===== src/rtl/sarseq_pkg.sv =====
package sarseq_pkg;

    typedef enum logic {
        PH_WAIT = 1'b0,
        PH_SCAN = 1'b1
    } phase_e;

    // Channel address step: one below, wrapping to the top channel.
    function automatic int unsigned step_down(input int unsigned addr, input int unsigned num_ch);
        return (addr == 0) ? (num_ch - 1) : (addr - 1);
    endfunction

endpackage


===== src/rtl/sarseq_startup.sv =====
module sarseq_startup #(
    parameter int STARTUP_CLKS = 800
) (
    input  logic clk,
    input  logic rst,
    output logic go_o
);
    import sarseq_pkg::*;

    localparam int CNT_W = (STARTUP_CLKS > 1) ? $clog2(STARTUP_CLKS) : 1;
    localparam logic [CNT_W-1:0] LAST = CNT_W'(STARTUP_CLKS - 1);

    typedef struct packed {
        phase_e           phase;
        logic [CNT_W-1:0] cnt;
    } st_t;

    st_t st_q, st_d;

    always_comb begin
        st_d = st_q;
        go_o = 1'b0;
        if (st_q.phase == PH_WAIT) begin
            if (st_q.cnt == LAST) begin
                go_o       = 1'b1;
                st_d.phase = PH_SCAN;
            end else begin
                st_d.cnt = st_q.cnt + 1'b1;
            end
        end
    end

    always_ff @(posedge clk) begin
        if (rst) begin
            st_q.phase <= PH_WAIT;
            st_q.cnt   <= '0;
        end else begin
            st_q <= st_d;
        end
    end

endmodule


===== src/rtl/sarseq_frame_timer.sv =====
module sarseq_frame_timer #(
    parameter int NUM_CH     = 8,
    parameter int FRAME_CLKS = 80,
    parameter int ADDR_W     = 3,
    parameter int TICK_W     = 7
) (
    input  logic              clk,
    input  logic              rst,
    input  logic              go_i,
    output logic              scan_q_o,
    output logic [TICK_W-1:0] tick_q_o,
    output logic [ADDR_W-1:0] addr_q_o,
    output logic              scan_d_o,
    output logic [TICK_W-1:0] tick_d_o,
    output logic [ADDR_W-1:0] addr_d_o
);
    import sarseq_pkg::*;

    localparam logic [TICK_W-1:0] TICK_LAST = TICK_W'(FRAME_CLKS - 1);

    typedef struct packed {
        logic              scan;
        logic [TICK_W-1:0] tick;
        logic [ADDR_W-1:0] addr;
    } ft_t;

    ft_t ft_q, ft_d;

    always_comb begin
        ft_d = ft_q;
        if (!ft_q.scan) begin
            if (go_i) begin
                ft_d.scan = 1'b1;
                ft_d.tick = '0;
                ft_d.addr = ADDR_W'(step_down(int'(ft_q.addr), NUM_CH));
            end
        end else if (ft_q.tick == TICK_LAST) begin
            ft_d.tick = '0;
            ft_d.addr = ADDR_W'(step_down(int'(ft_q.addr), NUM_CH));
        end else begin
            ft_d.tick = ft_q.tick + 1'b1;
        end
    end

    always_ff @(posedge clk) begin
        if (rst) begin
            ft_q.scan <= 1'b0;
            ft_q.tick <= '0;
            ft_q.addr <= '0;
        end else begin
            ft_q <= ft_d;
        end
    end

    assign scan_q_o = ft_q.scan;
    assign tick_q_o = ft_q.tick;
    assign addr_q_o = ft_q.addr;
    assign scan_d_o = ft_d.scan;
    assign tick_d_o = ft_d.tick;
    assign addr_d_o = ft_d.addr;

endmodule


===== src/rtl/sarseq_sar_core.sv =====
module sarseq_sar_core #(
    parameter int DATA_W     = 8,
    parameter int TICK_W     = 7,
    parameter int CONV_START = 8,
    parameter int BIT_CLKS   = 8
) (
    input  logic              clk,
    input  logic              rst,
    input  logic              scan_i,
    input  logic [TICK_W-1:0] tick_i,
    input  logic              cmp_i,
    output logic [DATA_W-1:0] code_o
);
    localparam int SUB_W = (BIT_CLKS > 1) ? $clog2(BIT_CLKS) : 1;
    localparam int IDX_W = (DATA_W > 1) ? $clog2(DATA_W) : 1;
    localparam logic [TICK_W-1:0] ARM_TICK = TICK_W'(CONV_START - 1);
    localparam logic [SUB_W-1:0]  SUB_LAST = SUB_W'(BIT_CLKS - 1);

    typedef struct packed {
        logic [DATA_W-1:0] code;
        logic [IDX_W-1:0]  idx;
        logic [SUB_W-1:0]  sub;
        logic              busy;
    } sar_t;

    sar_t sar_q, sar_d;

    always_comb begin
        sar_d = sar_q;
        if (scan_i && tick_i == ARM_TICK) begin
            sar_d.code             = '0;
            sar_d.code[DATA_W-1]   = 1'b1;
            sar_d.idx              = IDX_W'(DATA_W - 1);
            sar_d.sub              = '0;
            sar_d.busy             = 1'b1;
        end else if (sar_q.busy) begin
            if (sar_q.sub == SUB_LAST) begin
                sar_d.sub             = '0;
                sar_d.code[sar_q.idx] = cmp_i;
                if (sar_q.idx == '0) begin
                    sar_d.busy = 1'b0;
                end else begin
                    sar_d.idx                 = sar_q.idx - 1'b1;
                    sar_d.code[sar_q.idx - 1'b1] = 1'b1;
                end
            end else begin
                sar_d.sub = sar_q.sub + 1'b1;
            end
        end
    end

    always_ff @(posedge clk) begin
        if (rst) begin
            sar_q.code <= '0;
            sar_q.idx  <= '0;
            sar_q.sub  <= '0;
            sar_q.busy <= 1'b0;
        end else begin
            sar_q <= sar_d;
        end
    end

    assign code_o = sar_q.code;

endmodule


===== src/rtl/sarseq_out_gen.sv =====
module sarseq_out_gen #(
    parameter int DATA_W    = 8,
    parameter int ADDR_W    = 3,
    parameter int TICK_W    = 7,
    parameter int SHORT_LEN = 8,
    parameter int LONG_LEN  = 72,
    parameter int WR_TICK   = 74
) (
    input  logic              clk,
    input  logic              rst,
    input  logic              scan_d_i,
    input  logic [TICK_W-1:0] tick_d_i,
    input  logic [ADDR_W-1:0] addr_d_i,
    input  logic [ADDR_W-1:0] addr_q_i,
    input  logic [DATA_W-1:0] code_i,
    output logic              stat_n_o,
    output logic              wr_en_o,
    output logic [ADDR_W-1:0] wr_addr_o,
    output logic [DATA_W-1:0] wr_data_o
);
    typedef struct packed {
        logic              stat_n;
        logic              wr_en;
        logic [ADDR_W-1:0] wr_addr;
        logic [DATA_W-1:0] wr_data;
    } og_t;

    og_t og_q, og_d;
    logic [TICK_W:0] low_len;

    always_comb begin
        og_d    = og_q;
        low_len = (addr_d_i == '0) ? (TICK_W+1)'(LONG_LEN) : (TICK_W+1)'(SHORT_LEN);
        og_d.stat_n = !(scan_d_i && ({1'b0, tick_d_i} < low_len));
        og_d.wr_en  = scan_d_i && (tick_d_i == TICK_W'(WR_TICK));
        if (og_d.wr_en) begin
            og_d.wr_addr = addr_q_i;
            og_d.wr_data = code_i;
        end
    end

    always_ff @(posedge clk) begin
        if (rst) begin
            og_q.stat_n  <= 1'b1;
            og_q.wr_en   <= 1'b0;
            og_q.wr_addr <= '0;
            og_q.wr_data <= '0;
        end else begin
            og_q <= og_d;
        end
    end

    assign stat_n_o  = og_q.stat_n;
    assign wr_en_o   = og_q.wr_en;
    assign wr_addr_o = og_q.wr_addr;
    assign wr_data_o = og_q.wr_data;

endmodule


===== src/rtl/scan_sar_sequencer.sv =====
module scan_sar_sequencer #(
    parameter int DATA_W       = 8,
    parameter int NUM_CH       = 8,
    parameter int FRAME_CLKS   = 80,
    parameter int STAT_CLKS    = 8,
    parameter int EXT_CLKS     = 64,
    parameter int UPD_LEAD     = 6,
    parameter int BIT_CLKS     = 8,
    parameter int STARTUP_CLKS = 800
) (
    input  logic        clk,
    input  logic        rst,
    input  logic        cmp_i,
    output logic [7:0]  dac_code_o,
    output logic [2:0]  mux_sel_o,
    output logic        stat_n_o,
    output logic        wr_en_o,
    output logic [2:0]  wr_addr_o,
    output logic [7:0]  wr_data_o
);
    localparam int ADDR_W     = (NUM_CH > 1) ? $clog2(NUM_CH) : 1;
    localparam int TICK_W     = $clog2(FRAME_CLKS);
    localparam int CONV_START = STAT_CLKS;
    localparam int LONG_LEN   = STAT_CLKS + EXT_CLKS;
    localparam int WR_TICK    = FRAME_CLKS - UPD_LEAD;

    logic              go;
    logic              scan_q, scan_d;
    logic [TICK_W-1:0] tick_q, tick_d;
    logic [ADDR_W-1:0] addr_q, addr_d;
    logic [DATA_W-1:0] code;
    logic [ADDR_W-1:0] wr_addr;
    logic [DATA_W-1:0] wr_data;

    sarseq_startup #(.STARTUP_CLKS(STARTUP_CLKS)) startup_i (
        .clk (clk),
        .rst (rst),
        .go_o(go)
    );

    sarseq_frame_timer #(
        .NUM_CH    (NUM_CH),
        .FRAME_CLKS(FRAME_CLKS),
        .ADDR_W    (ADDR_W),
        .TICK_W    (TICK_W)
    ) timer_i (
        .clk     (clk),
        .rst     (rst),
        .go_i    (go),
        .scan_q_o(scan_q),
        .tick_q_o(tick_q),
        .addr_q_o(addr_q),
        .scan_d_o(scan_d),
        .tick_d_o(tick_d),
        .addr_d_o(addr_d)
    );

    sarseq_sar_core #(
        .DATA_W    (DATA_W),
        .TICK_W    (TICK_W),
        .CONV_START(CONV_START),
        .BIT_CLKS  (BIT_CLKS)
    ) sar_i (
        .clk   (clk),
        .rst   (rst),
        .scan_i(scan_q),
        .tick_i(tick_q),
        .cmp_i (cmp_i),
        .code_o(code)
    );

    sarseq_out_gen #(
        .DATA_W   (DATA_W),
        .ADDR_W   (ADDR_W),
        .TICK_W   (TICK_W),
        .SHORT_LEN(STAT_CLKS),
        .LONG_LEN (LONG_LEN),
        .WR_TICK  (WR_TICK)
    ) out_i (
        .clk      (clk),
        .rst      (rst),
        .scan_d_i (scan_d),
        .tick_d_i (tick_d),
        .addr_d_i (addr_d),
        .addr_q_i (addr_q),
        .code_i   (code),
        .stat_n_o (stat_n_o),
        .wr_en_o  (wr_en_o),
        .wr_addr_o(wr_addr),
        .wr_data_o(wr_data)
    );

    assign dac_code_o = 8'(code);
    assign mux_sel_o  = 3'(addr_q);
    assign wr_addr_o  = 3'(wr_addr);
    assign wr_data_o  = 8'(wr_data);

endmodule


===== config.mk =====
export PLATFORM = sky130hd
export DESIGN_NAME = scan_sar_sequencer
export DESIGN_NICKNAME = d
export VERILOG_FILES = /design/src/rtl/sarseq_pkg.sv /design/src/rtl/sarseq_startup.sv /design/src/rtl/sarseq_frame_timer.sv /design/src/rtl/sarseq_sar_core.sv /design/src/rtl/sarseq_out_gen.sv /design/src/rtl/scan_sar_sequencer.sv
export SDC_FILE = /design/constraint.sdc
export NUM_CORES = 1
export LEC_CHECK = 0
export ABC_AREA = 1
export BUFFER_PORTS_ARGS = -buffer_cell sky130_fd_sc_hd__buf_4
export CORE_MARGIN = 2
export CORE_UTILIZATION = 40
export CTS_CLUSTER_DIAMETER = 40
export DETAILED_ROUTE_END_ITERATION = 10
export PLACE_DENSITY = 0.61
export SLEW_MARGIN = 5
export SYNTH_ARGS = -nofsm -noshare
export SYNTH_HDL_FRONTEND = slang
export SYNTH_SLANG_ARGS = --single-unit

===== constraint.sdc =====
create_clock -name clk -period 2.2 [get_ports clk]
set_input_delay 0.22 -clock clk [delete_from_list [all_inputs] [get_ports clk]]
set_output_delay 0.22 -clock clk [all_outputs]
set_load 0.02 [all_outputs]

==> tab_implementation.tex, run 1 <==
\begin{tabular}{lr}
\hline
Metric & Value \\
\hline
\multicolumn{2}{l}{\textbf{Die}} \\
Ports & 27 \\
Vertical extent of the die & 85.4 um \\
Row cnt & 29 \\
Initial standard-cell utilization of the core & 41.5\% \\
Core footprint & $\sim$6400 um2 \\
Die outline width & 85.4 um \\
Area enclosed by the die boundary & 7290 um2 \\
\multicolumn{2}{l}{\textbf{STA}} \\
Final Hold Viols & 0 \\
Maximum clock skew at final layout & 0.00903 ns \\
Final setup slack of the worst path & 0.149 ns \\
Setup violation total in the final timing report & 0 \\
Final worst path period share & about 93\% \\
Count of pins over their slew limit & 0 \\
Slew Limit Headroom & 64.2\% \\
Setup repair after global routing missed its margin & true \\
Fin crit period & between 2 and 2.5 ns \\
Slew at the pin closest to its max-slew limit & roughly 0.53 ns \\
Highest clock frequency the design can meet & between 400 and 500 MHz \\
\multicolumn{2}{l}{\textbf{Layout}} \\
Post-synthesis to final-layout area growth & 13.1\% \\
Number of antenna repair diodes & 0 \\
Final cell utilization of the core & 46.9\% \\
Number of nets in the layout & a little over 400 \\
Count of filler cells inserted in the layout & 669 \\
Share of final-layout standard cells stronger than drive strength 1 & 15.7\% \\
\multicolumn{2}{l}{\textbf{Setup path}} \\
Critical Path End & out\_i.stat\_n\_o \\
Worst endpoint required time & roughly 2.4 ns \\
Combined buffer and inverter count along the critical path & 1 \\
Worst Setup Path Type & register to register \\
Largest stage delay on the critical path & 0.35 ns \\
Setup slack of the worst register-to-register path & 0.15 ns \\
Startpoint type of the worst setup path & register \\
Crit-path max FO & 4 \\
Dominant cell type by count on the critical path & sky130\_fd\_sc\_hd\_\_nand2\_1 \\
Data arrival, critical path & around 2.2 ns \\
Number of logic stages on the critical path including buffering & 13 \\
List of cells traversed by the critical path & ha\_1 > nand2\_1 > nor2\_4 > nand4\_4 > nand2\_4 > inv\_1 > nor2\_4 > nand2\_1 > a2bb2oi\_1 > nand3\_1 > ha\_1 > nand2\_1 > nand3b\_1 \\
Critical Path End Type & register \\
Crit. Startpoint & startup\_i.st\_q[0] \\
Critical Path Slowest Stage Cell & sky130\_fd\_sc\_hd\_\_dfxtp\_2 \\
Kind of cell with the highest combined delay on the critical path & simple AND/OR/NAND/NOR gates \\
Number of cells on the worst reg-to-reg path & 13 \\
Crit Reg-Reg Startpoint & startup\_i.st\_q[0] \\
Reg-to-reg endpoint & out\_i.stat\_n\_o \\
\multicolumn{2}{l}{\textbf{Detailed routing}} \\
Via-to-Cell Ratio & 5.01 \\
Antenna-violating nets left & 0 \\
TritonRoute pass-1 iters & 4 \\
\# DRC & 0 \\
First-iteration detailed-routing DRC count & 129 \\
Vias post-DR & 2,401 \\
Wire length per cell after detailed routing & 11.6 um \\
Routed WL & 5.55 mm \\
\multicolumn{2}{l}{\textbf{Power and ir drop}} \\
Internal Pwr Total & about 1.2 mW \\
Clock share of power & 36.9\% \\
Gate power share & $\sim$2.7\% \\
Leak & $\sim$1.3 nW \\
Power per Cell Area & 505 nW/um2 \\
Flop pwr share & 60.5\% \\
Power dissipated by switching net loads & 0.357 mW \\
Peak supply drop & 0.000298 V \\
Switching power share of the total & 23.6\% \\
\multicolumn{2}{l}{\textbf{Global route}} \\
Via count of the first global-routing pass & between 2,000 and 2,500 \\
Total overflow reported by the global router & 0 \\
Antenna violations before repair & 0 \\
Global router's overall resource usage & 15.4\% \\
Pin count of the biggest net entering global routing & 23 \\
Global-route wire length before repair & 9.15 mm \\
\multicolumn{2}{l}{\textbf{Clocking}} \\
Number of buffers added by the clock tree synthesis step & 5 \\
CTS Sinks & 50 \\
Number of buffers on the longest clock path & 2 \\
Clock input transition at the sequential cells of the worst setup and hold paths & 0.10 ns \\
Clock Latency Late Sink & 0.31 ns \\
Clock tree from TritonCTS & built \\
H-tree depth & 2 \\
CTS hold repair buffers & 0 \\
Root cell of the clock tree & sky130\_fd\_sc\_hd\_\_clkbuf\_8 \\
\multicolumn{2}{l}{\textbf{Synth}} \\
Post-synth design cell area & 2650 um2 \\
Async set-reset flop share out of synthesis & 0\% \\
Mean post-synth cell area & 7.02 um2 \\
Fraction of synthesized cell area taken by the top area cell type & 37.8\% \\
Commonest register cell after synthesis & sky130\_fd\_sc\_hd\_\_dfxtp\_1 \\
\#FFs+latches synth & 50 \\
Post-synthesis instance total & 377 \\
Count of flip-flops with a built-in enable after synthesis & 0 \\
Leading cell types by total area after synthesis & sky130\_fd\_sc\_hd\_\_dfxtp\_1 (38\%), sky130\_fd\_sc\_hd\_\_nand2\_1 (9.5\%), sky130\_fd\_sc\_hd\_\_inv\_1 (7.7\%) \\
Share of synthesized area occupied by flip-flops and latches & 37.8\% \\
Yosys warnings & 0 \\
Synthesized Nets & 389 \\
Cell type contributing the most total cell area after synthesis & sky130\_fd\_sc\_hd\_\_dfxtp\_1 \\
Distinct cell type count of the synthesized netlist & 34 \\
\multicolumn{2}{l}{\textbf{Job}} \\
Max-cap violations & 0 \\
\multicolumn{2}{l}{\textbf{Placed design}} \\
\# port buffers & 26 \\
Post-place setup slack & 0.123 ns \\
Placer congestion estimate & roughly 0.85 \\
Total half-perimeter wirelength after legalization and detailed placement & 4.05 mm \\
\multicolumn{2}{l}{\textbf{Hold path}} \\
Hold Crit Class & input pin to register \\
\multicolumn{2}{l}{\textbf{Outcome}} \\
Status & finished clean \\
\hline
\end{tabular}
-- worst register-to-register path, cell delays in order, from the launching register on --
cell	delay, ns
sky130_fd_sc_hd__dfxtp_2	0.35
sky130_fd_sc_hd__ha_1	0.18
sky130_fd_sc_hd__nand2_1	0.10
sky130_fd_sc_hd__nor2_4	0.16
sky130_fd_sc_hd__nand4_4	0.11
sky130_fd_sc_hd__nand2_4	0.09
sky130_fd_sc_hd__inv_1	0.08
sky130_fd_sc_hd__nor2_4	0.13
sky130_fd_sc_hd__nand2_1	0.06
sky130_fd_sc_hd__a2bb2oi_1	0.17
sky130_fd_sc_hd__nand3_1	0.10
sky130_fd_sc_hd__ha_1	0.28
sky130_fd_sc_hd__nand2_1	0.07
sky130_fd_sc_hd__nand3b_1	0.07
-- worst min-delay path by stage --
stage | cells past startpoint | to | slack [ns] | start
global route | 2 | timer_i.tick_q_o[0] | 0.25 | rst
finish | 2 | startup_i.st_q[10] | 0.25 | rst
global placement | 2 | sar_i.sar_q[2] | 0.46 | sar_i.sar_q[2]
CTS | 2 | startup_i.st_q[10] | 0.25 | rst
floorplan | 3 | sar_i.code_o[6] | 0.41 | rst
detailed placement | 2 | sar_i.sar_q[2] | 0.46 | sar_i.sar_q[2]
-- metal layers --
metal | vias up | global-route usage, % | wire length [um]
li1 | 1255 | - | -
met1 | 1087 | 19.8 | 2710
met2 | 51 | 25.4 | 2530
met3 | 8 | 3.70 | 230
met4 | 0 | 5.05 | 84
met5 | - | 0 | 0
-- metrics by stage --
stage          power [mW]  cells  hold slack [ns]  TNS, ns  cell area (um2)
2_1_floorplan       0.959    377            0.411        0             2650
3_3_place_gp        0.971    469            0.457        0             2870
6_report             1.51    479            0.247        0             2990
3_5_place_dp        0.971    469            0.461        0             2870
5_1_grt              1.57    479            0.251   -0.107             2990
4_1_cts              1.53    477            0.248        0             2960
-- layout make-up --
type | count | area, um2 | area share (%)
multi-input combinational | 254 | 1340 | 44.8
sequential | 50 | 1010 | 33.6
timing repair buffer | 33 | 248 | 8.27
inverter | 57 | 214 | 7.15
tap | 77 | 96.3 | 3.22
clock buffer | 6 | 72.6 | 2.42
clock inverter | 2 | 17.5 | 0.585
-- registers in the layout (all words and copies together) (netlist names), 3 cells and up --
name              cells
out_i.wr_data_o       8
timer_i.addr_q_o      3
startup_i.st_q       11
out_i.wr_addr_o       3
timer_i.tick_q_o      7
sar_i.code_o          8
sar_i.sar_q           7
-- cell usage in the layout (no fill, tap or decap), drive strengths merged, types with 4 or more instances in the layout --
master | synthesis | layout
inv | 55 | 56
dfxtp | 50 | 50
o21ai | 19 | 19
nand3b | 4 | 4
clkbuf | 3 | 6
a21oi | 25 | 25
ha | 9 | 9
buf | 13 | 33
nand3 | 36 | 36
nor2 | 59 | 59
nor4 | 4 | 4
nor3 | 8 | 8
nand2 | 72 | 72
-- cells in the mapped netlist, drive strengths merged, types with 2 or more instances --
cell	instances
nand2	72
nor2	59
inv	55
dfxtp	50
nand3	36
a21oi	25
o21ai	19
buf	13
ha	9
nor3	8
nand3b	4
nor4	4
a31oi	3
a41oi	3
clkbuf	3
nand4	3
clkinv	2
o211ai	2
xnor2	2
-- power groups by stage --
stage | Combinational [mW] | Sequential (mW) | Clock [mW]
4_1_cts | 0.0379 | 0.913 | 0.575
3_3_place_gp | 0.0373 | 0.933 | 0
6_report | 0.0406 | 0.914 | 0.557
3_5_place_dp | 0.0377 | 0.934 | 0
5_1_grt | 0.0468 | 0.914 | 0.604
2_1_floorplan | 0.0261 | 0.933 | 0
-- logic make-up after synthesis --
logic type	count (synthesis)	synth area share, %
DFF	50	37.8
buffers and inverters	73	12.1
AOI/OAI and AO/OA	56	11.8
xor gates and xnor gates	2	0.662
adders and majority gates	9	4.25
and+or+nand+nor	187	33.4
-- timing repair --
item / CTS / global route
setup endpoints to repair: 0 / 8
gates resized for setup: 0 / 8
setup buffers: 0 / 2
endpoints found under the hold margin: 0 / 0
No activity file was read; power rests on OpenSTA's default activity.
==> run 2, diff against run 1 <==
- SETUP_SLACK_MARGIN: default -> 0.15
==> tab_implementation.tex, run 2 (same netlist as run 1, synthesis figures left out) <==
\begin{tabular}{lr}
\hline
Metric & Value \\
\hline
\multicolumn{2}{l}{\textbf{Outcome}} \\
Status & finished clean \\
\multicolumn{2}{l}{\textbf{Setup path}} \\
Startpoint type of the worst setup path & register \\
Worst Setup Path Type & register to register \\
Combined buffer and inverter count along the critical path & 1 (unchanged) \\
Critical Path Slowest Stage Cell & sky130\_fd\_sc\_hd\_\_dfxtp\_2 \\
Largest stage delay on the critical path & 0.35 ns (about the same) \\
Critical Path End Type & register \\
Worst endpoint required time & 2.39 ns (about the same) \\
List of cells traversed by the critical path & ha\_1 > nand2\_1 > nor2\_4 > nand4\_4 > nand2\_4 > inv\_2 > nor2\_4 > nand2\_1 > a2bb2oi\_1 > nand3\_1 > ha\_1 > nand2\_1 > nand3b\_1 \\
Data arrival, critical path & 2.24 ns (about the same) \\
Kind of cell with the highest combined delay on the critical path & simple AND/OR/NAND/NOR gates \\
Crit-path max FO & 4 (unchanged) \\
Dominant cell type by count on the critical path & sky130\_fd\_sc\_hd\_\_nand2\_1 \\
\multicolumn{2}{l}{\textbf{Power and ir drop}} \\
Leak & 1.31 nW (+1.5\%) \\
Peak supply drop & 0.000298 V (about the same) \\
Power per Cell Area & 497 nW/um2 (-1.4\%) \\
\multicolumn{2}{l}{\textbf{Detailed routing}} \\
Antenna-violating nets left & 0 (unchanged) \\
Via-to-Cell Ratio & 5.04 (+0.54\%) \\
TritonRoute pass-1 iters & 4 (unchanged) \\
Wire length per cell after detailed routing & 11.8 um (+1.5\%) \\
Vias post-DR & 2,429 (+1.2\%) \\
First-iteration detailed-routing DRC count & 157 (+22\%) \\
Routed WL & 5.67 mm (+2.1\%) \\
\# DRC & 0 (unchanged) \\
\multicolumn{2}{l}{\textbf{Clocking}} \\
Number of buffers on the longest clock path & 2 (unchanged) \\
CTS Sinks & 50 (unchanged) \\
CTS hold repair buffers & 0 (unchanged) \\
Clock input transition at the sequential cells of the worst setup and hold paths & 0.10 ns (about the same) \\
Clock Latency Late Sink & 0.31 ns (about the same) \\
Number of buffers added by the clock tree synthesis step & 5 (unchanged) \\
Root cell of the clock tree & sky130\_fd\_sc\_hd\_\_clkbuf\_8 \\
H-tree depth & 2 (unchanged) \\
Clock tree from TritonCTS & built \\
\multicolumn{2}{l}{\textbf{STA}} \\
Setup repair after global routing missed its margin & true \\
Count of pins over their slew limit & 0 (unchanged) \\
Highest clock frequency the design can meet & 489 MHz (+0.26\%) \\
Aggregate negative setup slack & 0 ns (unchanged) \\
Maximum clock skew at final layout & 0.00940 ns (+0.000372 ns) \\
Slew Limit Headroom & 64.7\% (+0.49 points) \\
Slew at the pin closest to its max-slew limit & 0.527 ns (-0.00729 ns) \\
Fin crit period & 2.05 ns (-0.00531 ns) \\
Setup violation total in the final timing report & 0 (unchanged) \\
Final worst path period share & 93.0\% (-0.24 points) \\
Final Hold Viols & 0 (unchanged) \\
\multicolumn{2}{l}{\textbf{Layout}} \\
Post-route non-filler standard cell count & 482 (+0.63\%) \\
Number of nets in the layout & 416 (+0.73\%) \\
Final cell utilization of the core & 47.6\% (+0.72 points) \\
Post-Layout Inst Area & 3040 um2 (+1.5\%) \\
Share of final-layout standard cells stronger than drive strength 1 & 18.0\% (+2.4 points) \\
Most common library cell in the layout ignoring fill and taps & sky130\_fd\_sc\_hd\_\_nand2\_1 \\
Largest register by flop count & startup\_i.st\_q \\
Sequential cell area & 1010 um2 (+0.13\%) \\
Post-synthesis to final-layout area growth & 14.8\% \\
Number of antenna repair diodes & 0 (unchanged) \\
Count of filler cells inserted in the layout & 666 (-0.45\%) \\
Most frequent cells in the layout & sky130\_fd\_sc\_hd\_\_nand2\_1 (66), sky130\_fd\_sc\_hd\_\_inv\_1 (52), sky130\_fd\_sc\_hd\_\_nor2\_1 (48) \\
Largest register FFs & 11 (unchanged) \\
Multi-input gate area & 1350 um2 (+0.93\%) \\
\multicolumn{2}{l}{\textbf{Die}} \\
Ports & 27 (unchanged) \\
Row cnt & 29 (unchanged) \\
Initial standard-cell utilization of the core & 41.5\% (unchanged) \\
Core footprint & 6390 um2 (unchanged) \\
Area enclosed by the die boundary & 7290 um2 (unchanged) \\
Die outline width & 85.4 um (unchanged) \\
Vertical extent of the die & 85.4 um (unchanged) \\
\multicolumn{2}{l}{\textbf{Placed design}} \\
Total half-perimeter wirelength after legalization and detailed placement & 4.05 mm (unchanged) \\
Dpl cell area & 2870 um2 (unchanged) \\
Placer congestion estimate & 0.850 (unchanged) \\
Inst Count DP & 469 (unchanged) \\
\# port buffers & 26 (unchanged) \\
\multicolumn{2}{l}{\textbf{Global route}} \\
Total overflow reported by the global router & 0 (unchanged) \\
Pin count of the biggest net entering global routing & 23 (unchanged) \\
Antenna violations before repair & 0 (unchanged) \\
Global router's overall resource usage & 15.5\% (+0.081 points) \\
Via count of the first global-routing pass & 2,110 (+0.67\%) \\
Global-route wire length before repair & 9.20 mm (+0.60\%) \\
\multicolumn{2}{l}{\textbf{Hold path}} \\
Hold Crit Class & input pin to register \\
\multicolumn{2}{l}{\textbf{Job}} \\
Max-cap violations & 0 (unchanged) \\
\hline
\end{tabular}
-- run 2: power breakdown --
group	switching, mW	internal (mW)	leakage (nW)	total [mW]
sequential	0.00379	0.910	0.405	0.914
clock	0.327	0.231	0.0458	0.558
combinational	0.0273	0.0133	0.855	0.0405
total	0.358	1.15	1.31	1.51
-- run 2: final timing paths --
check / from / to / slack [ns] / depth (start not counted)
worst max-delay path: startup_i.st_q[0] / out_i.stat_n_o / 0.15 / 13
worst min-delay path: rst / timer_i.tick_q_o[1] / 0.24 / 2
worst max register to register: startup_i.st_q[0] / out_i.stat_n_o / 0.15 / 13
worst min register to register: sar_i.sar_q[2] / sar_i.sar_q[2] / 0.47 / 2
-- run 2: layout make-up --
cell class | instances | area share [%]
multi-input combinational | 254 | 44.5
tap | 77 | 3.17
timing repair buffer | 36 | 9.22
clock buffer | 6 | 2.39
clock inverter | 2 | 0.576
inverter | 57 | 7.04
sequential | 50 | 33.1
-- run 2: worst reg2reg max path, stage by stage, from the launching register on --
cell and delay [ns]:
sky130_fd_sc_hd__dfxtp_2 0.35, sky130_fd_sc_hd__ha_1 0.18, sky130_fd_sc_hd__nand2_1 0.10, sky130_fd_sc_hd__nor2_4 0.16, sky130_fd_sc_hd__nand4_4 0.12, sky130_fd_sc_hd__nand2_4 0.09
sky130_fd_sc_hd__inv_2 0.05, sky130_fd_sc_hd__nor2_4 0.13, sky130_fd_sc_hd__nand2_1 0.06, sky130_fd_sc_hd__a2bb2oi_1 0.18, sky130_fd_sc_hd__nand3_1 0.10, sky130_fd_sc_hd__ha_1 0.28
sky130_fd_sc_hd__nand2_1 0.07, sky130_fd_sc_hd__nand3b_1 0.07
-- run 2: what timing repair did --
item | 4_1_cts | 5_1_grt
pin swaps | 0 | 5
setup buffers | 0 | 4
gates cloned | 0 | 1
endpoints found under the setup margin | 1 | 16
gates resized for setup | 2 | 15
-- run 2: layer usage --
| layer | track usage [%] | vias up | wire length, um |
|---|---|---|---|
| li1 | - | 1264 | - |
| met1 | 19.8 | 1108 | 2690 |
| met2 | 25.7 | 51 | 2650 |
| met3 | 3.70 | 6 | 263 |
| met4 | 5.05 | 0 | 69 |
| met5 | 0 | - | 0 |
-- run 2: metrics by stage --
| stage | hold slack (ns) | setup slack, ns | total power [mW] |
|---|---|---|---|
| floorplan | 0.411 | 0.227 | 0.959 |
| global placement | 0.457 | 0.172 | 0.971 |
| detailed placement | 0.461 | 0.123 | 0.971 |
| CTS | 0.248 | 0.151 | 1.53 |
| global route | 0.251 | -0.0285 | 1.57 |
| finish | 0.243 | 0.154 | 1.51 |
